## config.mk

```make
export PLATFORM = sky130hd
export DESIGN_NAME = cmp_sub_top
export DESIGN_NICKNAME = d
export VERILOG_FILES = /design/src/rtl/cmp_sub_pkg.sv /design/src/rtl/cmp_sub_opnd.sv /design/src/rtl/cmp_sub_chain.sv /design/src/rtl/cmp_sub_flags.sv /design/src/rtl/cmp_sub_rel.sv /design/src/rtl/cmp_sub_top.sv
export SDC_FILE = /design/constraint.sdc
export NUM_CORES = 1
export LEC_CHECK = 0
export CAP_MARGIN = 20
export CORE_AREA = 10 10 47 49
export DETAILED_ROUTE_END_ITERATION = 8
export DIE_AREA = 0 0 57 59
export PLACE_DENSITY = 0.5
export SLEW_MARGIN = 40
export SYNTH_ARGS = -nofsm -noshare
export SYNTH_HDL_FRONTEND = slang
export SYNTH_SLANG_ARGS = --single-unit
export TNS_END_PERCENT = 50
```

## constraint.sdc

```tcl
create_clock -name vclk -period 3.1
set_input_delay 0.62 -clock vclk [all_inputs]
set_output_delay 0.62 -clock vclk [all_outputs]
set_load 0.01 [all_outputs]
```

## src/rtl/cmp_sub_pkg.sv

```systemverilog
`timescale 1ns/1ps
// Shared types for the subtract/compare unit.
package cmp_sub_pkg;
    // Operation carried on the shared carry chain.
    typedef enum logic {
        OP_ADD = 1'b0,
        OP_SUB = 1'b1
    } op_kind_e;
endpackage

```

## src/rtl/cmp_sub_opnd.sv

```systemverilog
`timescale 1ns/1ps
// Operand conditioning. It feeds either B or its one's complement to the chain.
// In subtract mode it also sets the carry-in, which completes two's complement negation.
// Assumes: WIDTH >= 2.
module cmp_sub_opnd
    import cmp_sub_pkg::*;
#(
    parameter int WIDTH = 4
) (
    input  logic [WIDTH-1:0] b_i,
    input  op_kind_e         op_i,
    output logic [WIDTH-1:0] b_eff_o,
    output logic             cin_o
);
    // Select B or ~B and the matching carry-in.
    always_comb begin
        b_eff_o = (op_i == OP_SUB) ? ~b_i : b_i;
        cin_o   = (op_i == OP_SUB);
    end
endmodule

```

## src/rtl/cmp_sub_chain.sv

```systemverilog
`timescale 1ns/1ps
// Carry chain built from per-bit generate/propagate terms.
// It returns the sum, the carry into the top bit and the final carry-out.
// Assumes: WIDTH >= 2.
module cmp_sub_chain #(
    parameter int WIDTH = 4
) (
    input  logic [WIDTH-1:0] x_i,
    input  logic [WIDTH-1:0] y_i,
    input  logic             cin_i,
    output logic [WIDTH-1:0] sum_o,
    output logic             c_top_in_o,
    output logic             c_out_o
);
    logic [WIDTH-1:0] gen_w;
    logic [WIDTH-1:0] prop_w;

    // Per-bit generate and propagate terms.
    for (genvar k = 0; k < WIDTH; k++) begin : g_pg
        assign gen_w[k]  = x_i[k] & y_i[k];
        assign prop_w[k] = x_i[k] ^ y_i[k];
    end

    // Walk the carries from bit 0 upward and form the sum bits.
    always_comb begin
        logic [WIDTH:0] cy;
        cy[0] = cin_i;
        for (int k = 0; k < WIDTH; k++) begin
            cy[k+1]  = gen_w[k] | (prop_w[k] & cy[k]);
            sum_o[k] = prop_w[k] ^ cy[k];
        end
        c_top_in_o = cy[WIDTH-1];
        c_out_o    = cy[WIDTH];
    end
endmodule

```

## src/rtl/cmp_sub_flags.sv

```systemverilog
`timescale 1ns/1ps
// Overflow flags taken from the chain's top carries.
// Assumes: the carry-in was one for subtract and zero for add.
module cmp_sub_flags
    import cmp_sub_pkg::*;
(
    input  op_kind_e op_i,
    input  logic     c_top_in_i,
    input  logic     c_out_i,
    output logic     uovf_o,
    output logic     sovf_o
);
    // Unsigned test flips between add and subtract. Signed test compares the top two carries.
    always_comb begin
        uovf_o = (op_i == OP_SUB) ? ~c_out_i : c_out_i;
        sovf_o = c_top_in_i ^ c_out_i;
    end
endmodule

```

## src/rtl/cmp_sub_rel.sv

```systemverilog
`timescale 1ns/1ps
// Relation decode from the difference. It is active only in subtract mode.
// Signed mode fixes the sign with the overflow flag. Unsigned mode uses the borrow.
// Assumes: WIDTH >= 2.
module cmp_sub_rel
    import cmp_sub_pkg::*;
#(
    parameter int WIDTH = 4
) (
    input  op_kind_e         op_i,
    input  logic             is_signed_i,
    input  logic [WIDTH-1:0] diff_i,
    input  logic             c_out_i,
    input  logic             sovf_i,
    output logic             lt_o,
    output logic             eq_o,
    output logic             gt_o
);
    localparam int MSB = WIDTH - 1;

    logic zero_w;
    logic below_w;

    // Zero detect plus the corrected "negative" decision.
    always_comb begin
        zero_w  = ~|diff_i;
        below_w = is_signed_i ? (diff_i[MSB] ^ sovf_i) : ~c_out_i;
    end

    // Gate the three relations with the operation.
    always_comb begin
        if (op_i == OP_SUB) begin
            lt_o = below_w;
            eq_o = zero_w;
            gt_o = ~below_w & ~zero_w;
        end else begin
            lt_o = 1'b0;
            eq_o = 1'b0;
            gt_o = 1'b0;
        end
    end
endmodule

```

## src/rtl/cmp_sub_top.sv

```systemverilog
`timescale 1ns/1ps
// Subtractor-based comparator with unsigned and signed overflow flags.
// It is purely combinational, with no state, so it needs no clock or reset.
// Assumes: WIDTH >= 2.
module cmp_sub_top
    import cmp_sub_pkg::*;
#(
    parameter int WIDTH = 4
) (
    input  logic [WIDTH-1:0] a_i,
    input  logic [WIDTH-1:0] b_i,
    input  logic             op_sub_i,
    input  logic             is_signed_i,
    output logic [WIDTH-1:0] diff_o,
    output logic             uovf_o,
    output logic             sovf_o,
    output logic             lt_o,
    output logic             eq_o,
    output logic             gt_o
);
    op_kind_e         op_w;
    logic [WIDTH-1:0] b_eff_w;
    logic             cin_w;
    logic             c_top_w;
    logic             c_out_w;
    logic             sovf_w;

    // Map the control pin to the operation type.
    assign op_w = op_kind_e'(op_sub_i);

    cmp_sub_opnd #(.WIDTH(WIDTH)) u_opnd (
        .b_i     (b_i),
        .op_i    (op_w),
        .b_eff_o (b_eff_w),
        .cin_o   (cin_w)
    );

    cmp_sub_chain #(.WIDTH(WIDTH)) u_chain (
        .x_i        (a_i),
        .y_i        (b_eff_w),
        .cin_i      (cin_w),
        .sum_o      (diff_o),
        .c_top_in_o (c_top_w),
        .c_out_o    (c_out_w)
    );

    cmp_sub_flags u_flags (
        .op_i       (op_w),
        .c_top_in_i (c_top_w),
        .c_out_i    (c_out_w),
        .uovf_o     (uovf_o),
        .sovf_o     (sovf_w)
    );

    assign sovf_o = sovf_w;

    cmp_sub_rel #(.WIDTH(WIDTH)) u_rel (
        .op_i        (op_w),
        .is_signed_i (is_signed_i),
        .diff_i      (diff_o),
        .c_out_i     (c_out_w),
        .sovf_i      (sovf_w),
        .lt_o        (lt_o),
        .eq_o        (eq_o),
        .gt_o        (gt_o)
    );
endmodule

```

# --- After elaboration in Yosys (flattened, before gate mapping) ---
# Index checks and enable logic that the tools add are counted.
totals:
  input_bits: 10
  elab_cells: 34
  ff_bits: 0
  out_inout_bits: 9
op_classes:
  muxes: 6
  n_reduce_logical: 2
  bitwise: 26
op_table:
  columns: ["cell", "count"]
  rows:
  - ["bitwise XOR 1 bit", 10]
  - ["bitwise AND 1 bit", 9]
  - ["two-way mux 1 bit", 5]
  - ["two-way mux 4 bit", 1]
  - ["inverter 4 bit", 1]
  - ["OR 1 bit", 4]
  - ["OR reduction 4 bit", 1]
  - ["inverter 1 bit", 2]
  - ["logical NOT 1 bit", 1]

# --- Depth between registers and ports, before layout ---
logic_depth:
  word_depth: 17
  ltp_mapped: 9
  ltp_nobuf: 8

# --- By module ---
# From an unflattened synthesis, not the netlist that was laid out.
hier_totals:
  hier_cells: 29
  hier_area_um2: 237.7
modules_own_cells:
  columns: ["module", "seq_area_each_um2", "area_per_inst_um2", "cells_per_inst", "n_inst"]
  rows:
  - ["cmp_sub_chain", 0.0, 117.6, 14, 1]
  - ["cmp_sub_rel", 0.0, 60.1, 8, 1]
  - ["cmp_sub_opnd", 0.0, 42.5, 5, 1]
  - ["cmp_sub_flags", 0.0, 17.5, 2, 1]

# --- Least setup slack after synthesis ---
# OpenSTA, ideal clock, no wires.
synth_path:
  kind: "input-to-output"
  from: "input port op_sub_i"
  to: "output port gt_o"
  required_time_ns: 2.480
  slack_ns: -0.216
  t_arrival_ns: 2.696
  n_path_buf: 1
  cell_stages: 8
  path_cell_list: "buf_2 > xnor2_1 > fa_1 > fa_1 > inv_1 > fa_1 > nand4b_1 > and3_1"
synth_between:
  word_cells_on_any_way: 29
  classes_between: "mux: 3; bitwise: 25; reduce/logical: 1"
synth_lines:
  columns: ["item", "line_no", "rtl"]
  rows:
  - ["start: declaration", "cmp_sub_top.sv:12", "input logic op_sub_i,"]
  - ["two-way mux 4 bit", "cmp_sub_opnd.sv:17", "b_eff_o = (op_i == OP_SUB) ? ~b_i : b_i;"]
  - ["bitwise XOR 1 bit", "cmp_sub_chain.sv:21", "assign prop_w[k] = x_i[k] ^ y_i[k];"]
  - ["bitwise AND 1 bit", "cmp_sub_chain.sv:29", "cy[k+1] = gen_w[k] | (prop_w[k] & cy[k]);"]
  - ["OR 1 bit", "cmp_sub_chain.sv:29", null]
  - ["bitwise AND 1 bit", "cmp_sub_chain.sv:29", null]
  - ["OR 1 bit", "cmp_sub_chain.sv:29", null]
  - ["bitwise AND 1 bit", "cmp_sub_chain.sv:29", null]
  - ["OR 1 bit", "cmp_sub_chain.sv:29", null]
  - ["bitwise XOR 1 bit *", "cmp_sub_chain.sv:30", "sum_o[k] = prop_w[k] ^ cy[k];"]
  - ["via diff_o[3]", "cmp_sub_top.sv:14", "output logic [WIDTH-1:0] diff_o,"]
  - ["bitwise XOR 1 bit", "cmp_sub_rel.sv:27", "below_w = is_signed_i ? (diff_i[MSB] ^ sovf_i) : ~c_out_i;"]
  - ["two-way mux 1 bit", "cmp_sub_rel.sv:27", null]
  - ["inverter 1 bit", "cmp_sub_rel.sv:35", "gt_o = ~below_w & ~zero_w;"]
  - ["bitwise AND 1 bit *", "cmp_sub_rel.sv:35", null]
  - ["two-way mux 1 bit *", "cmp_sub_rel.sv:32", "if (op_i == OP_SUB) begin"]
  - ["end: declaration", "cmp_sub_top.sv:19", "output logic gt_o"]
# The timed path passes the listed nets; every way through them passes the cells marked *.

# --- Worst setup path after layout ---
layout_path:
  from: "input port op_sub_i"
  to: "output port gt_o"
layout_between:
  elab_chain_len: 16
  word_cells_on_any_way: 29
  classes_between: "mux: 3; bitwise: 25; reduce/logical: 1"
layout_rtl:
  columns: ["item", "line_no", "rtl"]
  rows:
  - ["two-way mux 4 bit", "cmp_sub_opnd.sv:17", null]
  - ["bitwise XOR 1 bit", "cmp_sub_chain.sv:21", null]
  - ["bitwise AND 1 bit", "cmp_sub_chain.sv:29", null]
  - ["OR 1 bit", "cmp_sub_chain.sv:29", null]
  - ["bitwise AND 1 bit", "cmp_sub_chain.sv:29", null]
  - ["OR 1 bit", "cmp_sub_chain.sv:29", null]
  - ["bitwise AND 1 bit", "cmp_sub_chain.sv:29", null]
  - ["OR 1 bit", "cmp_sub_chain.sv:29", null]
  - ["bitwise AND 1 bit", "cmp_sub_chain.sv:29", null]
  - ["OR 1 bit", "cmp_sub_chain.sv:29", null]
  - ["bitwise XOR 1 bit", "cmp_sub_flags.sv:16", "sovf_o = c_top_in_i ^ c_out_i;"]
  - ["bitwise XOR 1 bit", "cmp_sub_rel.sv:27", null]
  - ["two-way mux 1 bit", "cmp_sub_rel.sv:27", null]
  - ["inverter 1 bit", "cmp_sub_rel.sv:35", null]
  - ["bitwise AND 1 bit", "cmp_sub_rel.sv:35", null]
  - ["two-way mux 1 bit *", "cmp_sub_rel.sv:32", null]
# Every way passes the cells marked *; elsewhere a longest branch is shown, timed or not.

==> metrics.txt <==
setup violators final 2; area leader, netlist fa_1; final count of hold timing violations 0; Detail Route Antenna Nets 0; Worst setup EP type output port; Initial Utilization 0.149; final worst setup slack -244 ps; relative slew slack 0.757; Seq Cell Count 0; height of the die a little under 60 um; critical path cell sequence buf_8 > xnor2_4 > fa_2 > fa_2 > inv_2 > fa_1 > nand4b_1 > buf_4 > and3_4 > buf_6; Setup CP Type in2out; critical path peak fanout 3; Seq/Total Area, Yosys 0; synth top area cells fa_1 (38%), xnor2_1 (21%), inv_1 (14%), mux2i_1 (4.8%), nand4b_1 (4.2%); Layout area overhead 153%; Period minus WS final 3340 ps; Comb pwr share 1.000; Post-DP HPWL 605 um; CP Data Arrival Time between 2000 and 3000 ps; sequential group share of total power 0; switch share 0.390; cts-stage hold buffer count 0; max_cap viols 0; P_sw between 50 and 60 uW; Pre-Repair DR Iteration Count 2; worst slew pin tran about 360 ps; Die ar. roughly 0.0034 sq mm; Layout Nets 69; Routed wire per std cell around 9.4 um; Cell variety after synth 11; Synth warnings 0; register area 0 sq um; syn avg cell area roughly 8 sq um; Hold WC Path Type in2out; Vias/cell about 3.6; Core ar. around 0.0014 sq mm; status complete, but fails checks; die width ~57 um; all-layer global routing usage 0.0391; commonest non-fill, non-tap cells in the layout clkdlybuf4s50_1 (8), buf_4 (8), inv_1 (7), buf_6 (5), buf_2 (4); wirelength, routed roughly 650 um; Vias 247; Detailed Route Iter0 Violations 1; Hold Slack roughly 1700 ps; Syn Nets 40; critical path's slowest cell fa_1; worst vdd ir about 100 uV; Power Dens Cells roughly 280 mW/mm^2; Antenna Cells 0; setup TNS -432 ps; # DRC 0; Req. time, crit path between 2000 and 2500 ps; Lkg Pwr between 0.0002 and 0.0003 uW; hold_sp op_sub_i; RD Place Congestion 0.700; Cell Area, Synth roughly 210 sq um; post-synth top area share 0.383; final global-route overflow total 0; Clock power frac 0; worst hold endpoint uovf_o; Ports 19; Synth Instances 26; Critical Path Max Stage Delay just over 400 ps; startpoint class of the critical path primary input; # port buffers 19; largest net degree at the start of global routing 6; # rows 14; initial antenna violation count 0; fmax 299 MHz; RSZ-0062 raised after global routing yes; fraction of layout cells with a size suffix above 1 0.547; hold path cells 4; first-pass GRT wire length 1200 um; CP most frequent cell fa_2; period utilisation layout 1.08; Power Internal approximately 90 uW; overall power around 150 uW; max-slew violations 0; failing checks negative setup slack; vias in the first global route around 290; # clk buffers 0
-- power by group through the flow --
| stage | Combinational [uW] | Sequential [uW] | Clock, uW |
|---|---|---|---|
| floorplan | 63.1 | 0 | 0 |
| global placement | 136 | 0 | 0 |
| detailed placement | 136 | 0 | 0 |
| CTS | 136 | 0 | 0 |
| global route | 162 | 0 | 0 |
| finish | 146 | 0 | 0 |
-- Yosys cell counts --
master	count
inv_1	8
xnor2_1	5
fa_1	4
nor2_1	2
and3_1	1
buf_2	1
mux2i_1	1
nand2_1	1
nand4b_1	1
o21ai_0	1
xor2_1	1
-- per-stage QoR --
step	utilization	cell area (sq um)	instances	setup slack (ps)
floorplan	-	255	26	-111
global placement	0.350	490	66	-1030
detailed placement	0.350	490	66	-1060
CTS	0.366	513	68	-252
global route	0.378	529	69	-315
finish	0.378	529	69	-244
-- what timing repair did --
action | CTS | global route
setup buffers | 2 | 1
gates resized for setup | 47 | 4
gates cloned | 0 | 0
endpoints found under the hold margin | 0 | 0
endpoints found under the setup margin | 7 | 4
pin swaps | 4 | 0
-- how the worst max path moves through the flow --
stage | startpoint | endpoint | slack (ps) | cells after the start
after floorplan | op_sub_i | gt_o | -110 | 8
after global placement | op_sub_i | gt_o | -1030 | 8
after detailed placement | op_sub_i | gt_o | -1060 | 8
after CTS | op_sub_i | gt_o | -250 | 10
after global routing | op_sub_i | gt_o | -320 | 10
final | op_sub_i | gt_o | -240 | 10
-- cell families after synthesis --
family | count (synthesis) | share of synthesized area
adder cells (fa/ha/maj) | 4 | 0.383
multiplexers | 1 | 0.0479
AND/OR/NAND/NOR | 5 | 0.126
XOR/XNOR | 6 | 0.251
buffers and inverters | 9 | 0.168
AO/OA/AOI/OAI | 1 | 0.0239
-- metal layers --
layer,vias to the layer above,wire (um),global-route usage
li1,128,-,-
met1,104,281,0.0469
met2,15,251,0.0636
met3,0,115,0.0215
met4,0,0,0
met5,-,0,0
-- area by class of cell --
type                       count  area [sq um]
fill                         163           872
inverter                       8          30.0
tap                           16          20.0
multi-input combinational     17           230
timing repair buffer          28           249
-- worst max-delay path, delay by kind of cell --
kind	cells	cell delay, ps
XOR/XNOR	1	130
adder cells (fa/ha/maj)	3	1170
buffers and inverters	4	450
AND/OR/NAND/NOR	2	360
No activity file was read; power rests on OpenSTA's default activity.
